--- config.mk ---
export PLATFORM = sky130hd
export DESIGN_NAME = safer_round_serial
export DESIGN_NICKNAME = d
export VERILOG_FILES = /design/src/rtl/safer_rnd_pkg.sv /design/src/rtl/safer_nl_lane.sv /design/src/rtl/safer_mix.sv /design/src/rtl/safer_rnd_ctl.sv /design/src/rtl/safer_round_serial.sv
export SDC_FILE = /design/constraint.sdc
export NUM_CORES = 2
export LEC_CHECK = 0
export BUFFER_PORTS_ARGS = -buffer_cell sky130_fd_sc_hd__buf_4
export CAP_MARGIN = 20
export CORE_ASPECT_RATIO = 0.7
export CORE_UTILIZATION = 40
export DETAILED_ROUTE_END_ITERATION = 16
export HOLD_SLACK_MARGIN = 0.02
export PLACE_DENSITY = 0.65
export SYNTH_ARGS = -nofsm -noshare
export SYNTH_HDL_FRONTEND = slang
export SYNTH_HIERARCHICAL = 1
export SYNTH_SLANG_ARGS = --single-unit
export TNS_END_PERCENT = 50
--- constraint.sdc ---
create_clock -name clk -period 12.27 [get_ports clk]
set_input_delay 0.6135 -clock clk [delete_from_list [all_inputs] [get_ports clk]]
set_output_delay 0.6135 -clock clk [all_outputs]
set_load 0.01 [all_outputs]
--- src/rtl/safer_rnd_pkg.sv ---
package safer_rnd_pkg;
  localparam int OCT_W   = 8;
  localparam int N_OCT   = 16;
  localparam int STATE_W = OCT_W * N_OCT;
  localparam int STEPS   = N_OCT / 2;
  localparam int STEP_W  = $clog2(STEPS);
  localparam int TBL_N   = 1 << OCT_W;
  localparam int N_LAYER = 4;

  typedef logic [OCT_W-1:0] oct_t;
  typedef oct_t [0:N_OCT-1] blk_t;   // element 0 sits in the top byte

  typedef enum logic [3:0] {
    ST_S0 = 4'd0, ST_S1 = 4'd1, ST_S2 = 4'd2, ST_S3 = 4'd3,
    ST_S4 = 4'd4, ST_S5 = 4'd5, ST_S6 = 4'd6, ST_S7 = 4'd7,
    ST_IDLE = 4'd8, ST_FIN = 4'd9
  } st_t;

  // (45^v mod 257) mod 256
  function automatic oct_t pow45(input int v);
    int p;
    p = 1;
    for (int i = 0; i < TBL_N; i++) begin
      if (i < v) p = (p * 45) % 257;
    end
    return oct_t'(p % 256);
  endfunction

  // inverse of pow45
  function automatic oct_t lg45(input int v);
    int p;
    int r;
    p = 1;
    r = 0;
    for (int e = 0; e < TBL_N; e++) begin
      if ((p % 256) == v) r = e;
      p = (p * 45) % 257;
    end
    return oct_t'(r);
  endfunction

  function automatic int shuf(input int i);
    case (i)
      0: return 8;   1: return 11;  2: return 12;  3: return 15;
      4: return 2;   5: return 1;   6: return 6;   7: return 5;
      8: return 10;  9: return 9;   10: return 14; 11: return 13;
      12: return 0;  13: return 7;  14: return 4;  default: return 3;
    endcase
  endfunction
endpackage

--- src/rtl/safer_nl_lane.sv ---
module safer_nl_lane
  import safer_rnd_pkg::*;
(
  input  logic [STEP_W-1:0] step,
  input  oct_t              xa,
  input  oct_t              xb,
  input  oct_t              ka1,
  input  oct_t              kb1,
  input  oct_t              ka2,
  input  oct_t              kb2,
  output oct_t              ya,
  output oct_t              yb
);
  oct_t exp_tbl [TBL_N];
  oct_t log_tbl [TBL_N];

  for (genvar i = 0; i < TBL_N; i++) begin : g_tbl
    assign exp_tbl[i] = pow45(i);
    assign log_tbl[i] = lg45(i);
  end

  logic odd;
  oct_t exp_idx, log_idx, exp_val, log_val;

  assign odd     = step[0];
  assign exp_idx = odd ? (xb ^ kb1) : (xa ^ ka1);
  assign log_idx = odd ? oct_t'(xa + ka1) : oct_t'(xb + kb1);
  assign exp_val = exp_tbl[exp_idx];
  assign log_val = log_tbl[log_idx];
  assign ya      = odd ? (log_val ^ ka2) : oct_t'(exp_val + ka2);
  assign yb      = odd ? oct_t'(exp_val + kb2) : (log_val ^ kb2);
endmodule

--- src/rtl/safer_mix.sv ---
module safer_mix
  import safer_rnd_pkg::*;
(
  input  blk_t d,
  output blk_t q
);
  blk_t lay_in  [N_LAYER];
  blk_t lay_out [N_LAYER];

  always_comb begin
    lay_in[0] = d;
    for (int l = 0; l < N_LAYER; l++) begin
      for (int j = 0; j < N_OCT / 2; j++) begin
        lay_out[l][2*j]   = oct_t'(2 * lay_in[l][2*j] + lay_in[l][2*j+1]);
        lay_out[l][2*j+1] = oct_t'(lay_in[l][2*j] + lay_in[l][2*j+1]);
      end
      if (l < N_LAYER - 1) begin
        for (int i = 0; i < N_OCT; i++) lay_in[l+1][i] = lay_out[l][shuf(i)];
      end
    end
    q = lay_out[N_LAYER-1];
  end
endmodule

--- src/rtl/safer_rnd_ctl.sv ---
module safer_rnd_ctl
  import safer_rnd_pkg::*;
(
  input  logic              clk,
  input  logic              rst,
  input  logic              start,
  output logic              cap,
  output logic              nl_we,
  output logic [STEP_W-1:0] step,
  output logic              fin
);
  st_t st;

  assign cap   = (st == ST_IDLE) && start;
  assign nl_we = !st[3];
  assign step  = st[STEP_W-1:0];
  assign fin   = (st == ST_FIN);

  always_ff @(posedge clk) begin
    if (rst) st <= ST_IDLE;
    else begin
      case (st)
        ST_IDLE: if (start) st <= ST_S0;
        ST_S7:   st <= ST_FIN;
        ST_FIN:  st <= ST_IDLE;
        default: st <= st_t'(st + 4'd1);
      endcase
    end
  end
endmodule

--- src/rtl/safer_round_serial.sv ---
module safer_round_serial
  import safer_rnd_pkg::*;
(
  input  logic               clk,
  input  logic               rst,
  input  logic               start,
  input  logic [STATE_W-1:0] round_in,
  input  logic [STATE_W-1:0] sub_k1,
  input  logic [STATE_W-1:0] sub_k2,
  output logic [STATE_W-1:0] round_out,
  output logic               done
);
  blk_t x_q, k1_q, k2_q, nl_q, mixed;
  logic cap, nl_we, fin;
  logic [STEP_W-1:0] step;
  oct_t ya, yb;

  safer_rnd_ctl u_ctl (
    .clk(clk), .rst(rst), .start(start),
    .cap(cap), .nl_we(nl_we), .step(step), .fin(fin)
  );

  safer_nl_lane u_lane (
    .step(step),
    .xa(x_q[{step, 1'b0}]),  .xb(x_q[{step, 1'b1}]),
    .ka1(k1_q[{step, 1'b0}]), .kb1(k1_q[{step, 1'b1}]),
    .ka2(k2_q[{step, 1'b0}]), .kb2(k2_q[{step, 1'b1}]),
    .ya(ya), .yb(yb)
  );

  safer_mix u_mix (.d(nl_q), .q(mixed));

  always_ff @(posedge clk) begin
    if (cap) begin
      x_q  <= round_in;
      k1_q <= sub_k1;
      k2_q <= sub_k2;
    end
    if (nl_we) begin
      nl_q[{step, 1'b0}] <= ya;
      nl_q[{step, 1'b1}] <= yb;
    end
  end

  always_ff @(posedge clk) begin
    if (rst) begin
      round_out <= '0;
      done      <= 1'b0;
    end else begin
      done <= fin;
      if (fin) round_out <= mixed;
    end
  end
endmodule

==> impl_metrics.yaml <==
status:
  status: "complete, no violations"
sta:
  period_share: 0.6463
  fin_skew_ns: 0.05215
  fmax_ghz: 0.1261
  tightestPinTransition_ns: 1.122
  slew_viol_final: 0
  relSlewSlack: 0.2494
  setup_tns_ns: 0
  rsz0062_at_grt: "no"
  setup_viol: 0
  min_period_ns: 7.930
  finalHoldViolCount: 0
flow_run:
  cap_violations: 0
global_route:
  grt_max_degree: 171
  grt_pass1_wl_mm: 214.8
  antenna_found_initial: 8
  grt_overflow: 0
  grt_pass1_vias: 33930
  grt.total_usage: 0.2397
hold_path:
  hp-class: "input port to register"
  hold_path.startpoint: "sub_k1[102]"
clock_tree:
  clk_path_buf_depth: 3
  clock-sinks: 645
  cts_setup_buffers: 0
  numCtsBuffers: 68
  cts_resized: 0
  root_buffer: "clkbuf_16"
  clkLatencyLatePin_ns: 0.70
  clk_pin_slew_ns: 0.07
  postCtsHoldBufs: 0
  cts_htree_levels: 3
  cts_tree: "yes"
finish:
  final_layout_size_suffix_gt1_frac: 0.1852
  synthToLayoutAreaGrowth_pct: 16.37
  final_nets: 5573
  num-fill-cells: 10520
detailed_routing:
  first_pass_iters: 7
  wl_per_cell_um: 23.03
  drc: 0
  vias: 35630
  antenna_left: 0
  drt_iter0_markers: 4035
  vias_per_cell: 5.705
  wl_mm: 143.8
logic_synthesis:
  ys_ff_latch: 645
  seq_area_frac_synth: 0.3885
  netlist_top_cells_count: "512 x edfxtp_1, 467 x ha_1, 343 x nor2_1"
  yosys.cell_types.count: 107
  synth_edf_count: 512
  synth_area_leaders: "edfxtp_1 33%, ha_1 13%, xnor2_1 6.2%"
  yosysMostFrequentCell: "edfxtp_1"
  netlist_area_sq_um: 46430
  yosysTopAreaCell: "edfxtp_1"
  synth_cells: 4215
  synth_top_area_share: 0.3312
  async_reset_ff_frac: 0
  syn_avg_cell_area_sq_um: 11.01
  mappedNetlistNets: 5137
  yosysWarnings: 6
  synth_top_flop_cell: "edfxtp_1"
critical_path:
  r2r-start: "u_ctl/st[0]$_SDFFE_PP0P_"
  worstPathArrival_ns: 8.45
  path_class: "register to register"
  crit_path_start: "u_ctl/st[0]$_SDFFE_PP0P_"
  critPathLaunchType: "register"
  crit_path_max_fanout: 112
  r2r_slack_ns: 4.34
  end_kind: "register"
  critPathRequiredTime_ns: 12.79
floorplanning:
  die_area_sq_um: 117500
  die_w_um: 409.2
  die_h_um: 287.0
  start_util: 0.4036
  core_area_sq_um: 115000
  io_pins: 516
  rows: 104
placed_design:
  post-dp-hpwl_mm: 111.1
  io_buffers: 515
  routabilityCongestion: 1.023
## kinds of logic (layout without fill, tap and decap cells)
family / Yosys count / count (layout) / share of synthesized area
other cells: 0 / 4 / 0
fa+ha+maj: 544 / 544 / 0.1571
mux: 310 / 310 / 0.09608
simple gates: 826 / 826 / 0.08346
flops: 645 / 645 / 0.3885
xor+xnor: 446 / 446 / 0.08672
compound gates: 1046 / 1046 / 0.1515
buf+inv: 398 / 887 / 0.03662
## critical path: stages (launching register included)
cell,delay (ns)
dfxtp_4,0.78
buf_12,0.57
mux4_2,0.61
mux2_4,0.31
ha_1,0.33
mux2_2,0.45
ha_1,0.58
and2_1,0.29
nor3_1,0.71
nor3_1,0.13
nor3_1,0.17
o21bai_1,0.13
mux2i_1,0.10
a21oi_1,0.39
ha_1,0.29
a21o_1,0.14
a21oi_1,0.09
o21bai_1,0.14
a21oi_1,0.11
xor2_1,0.15
a211oi_1,0.64
clkbuf_2,0.30
and2_1,0.15
## layout by cell type (no fill, tap or decap), drive strengths merged, types with 11 or more instances in the layout
master / instances
buf: 554
edfxtp: 512
ha: 467
nor2: 344
xnor2: 334
a21oi: 328
inv: 214
nand2: 157
mux2i: 152
o21ai: 145
dfxtp: 133
a21o: 123
xor2: 106
mux4: 96
clkbuf: 86
and2: 82
o21bai: 80
nor3: 71
fa: 68
mux2: 62
a211oi: 54
o211ai: 47
nand3: 42
a31oi: 33
nor2b: 32
nand2b: 29
clkinv: 26
a221oi: 22
o221ai: 22
o21a: 20
o41ai: 19
o311ai: 19
a311oi: 18
nor4: 12
or3: 12
o22ai: 12
o31ai: 11
and3: 11
o2111ai: 11
## per-layer routing
metal | up-vias | global-route usage | wire length, um
met5 | - | 0 | 33
met4 | 4 | 0.04580 | 2564
met3 | 213 | 0.05961 | 13750
met2 | 1564 | 0.3506 | 60360
met1 | 17260 | 0.3572 | 67090
li1 | 16580 | - | -
## cell type report
cell class | instances | area (sq um) | area share
Multi-Input combinational cell | 3172 | 26750 | 0.4951
Timing Repair Buffer | 556 | 4194 | 0.07762
Clock buffer | 84 | 1782 | 0.03298
Antenna cell | 4 | 10.01 | 0.0001853
Inverter | 208 | 785.8 | 0.01454
Tap cell | 1537 | 1923 | 0.03559
Sequential cell | 645 | 18050 | 0.3341
Clock inverter | 39 | 538.0 | 0.009958
## worst paths after layout
path	cells after the start	to
worst min register to register	2	round_out[35]$_SDFFE_PP0P_
worst max register to register	22	nl_q[69]$_DFFE_PP_
worst max-delay path	22	nl_q[69]$_DFFE_PP_
worst min-delay path	1	k1_q[102]$_DFFE_PP_
## flip-flops by register name, indices dropped and copies added, names as in the netlist
register and count:
k1_q 128, k2_q 128, nl_q 128, round_out 128, x_q 128, u_ctl/st 4
done 1
## through the flow
step / cells / util / cell area [sq um] / hold WS [ns] / worst slack [ns]
final: 6245 / 0.4697 / 54030 / 0.08950 / 4.340
after detailed placement: 6116 / 0.4494 / 51690 / 0.4838 / 4.157
after CTS: 6239 / 0.4695 / 54010 / 0.04220 / 4.131
after global placement: 6114 / 0.4492 / 51670 / 0.4733 / 4.319
after global routing: 6244 / 0.4697 / 54030 / 0.04640 / 3.818
after floorplan: 4215 / - / 46430 / 0.4725 / 2.093
Power is left out: the tool's default activity adds up to more than one toggle a clock period on the data nets, which glitch-free logic cannot reach.
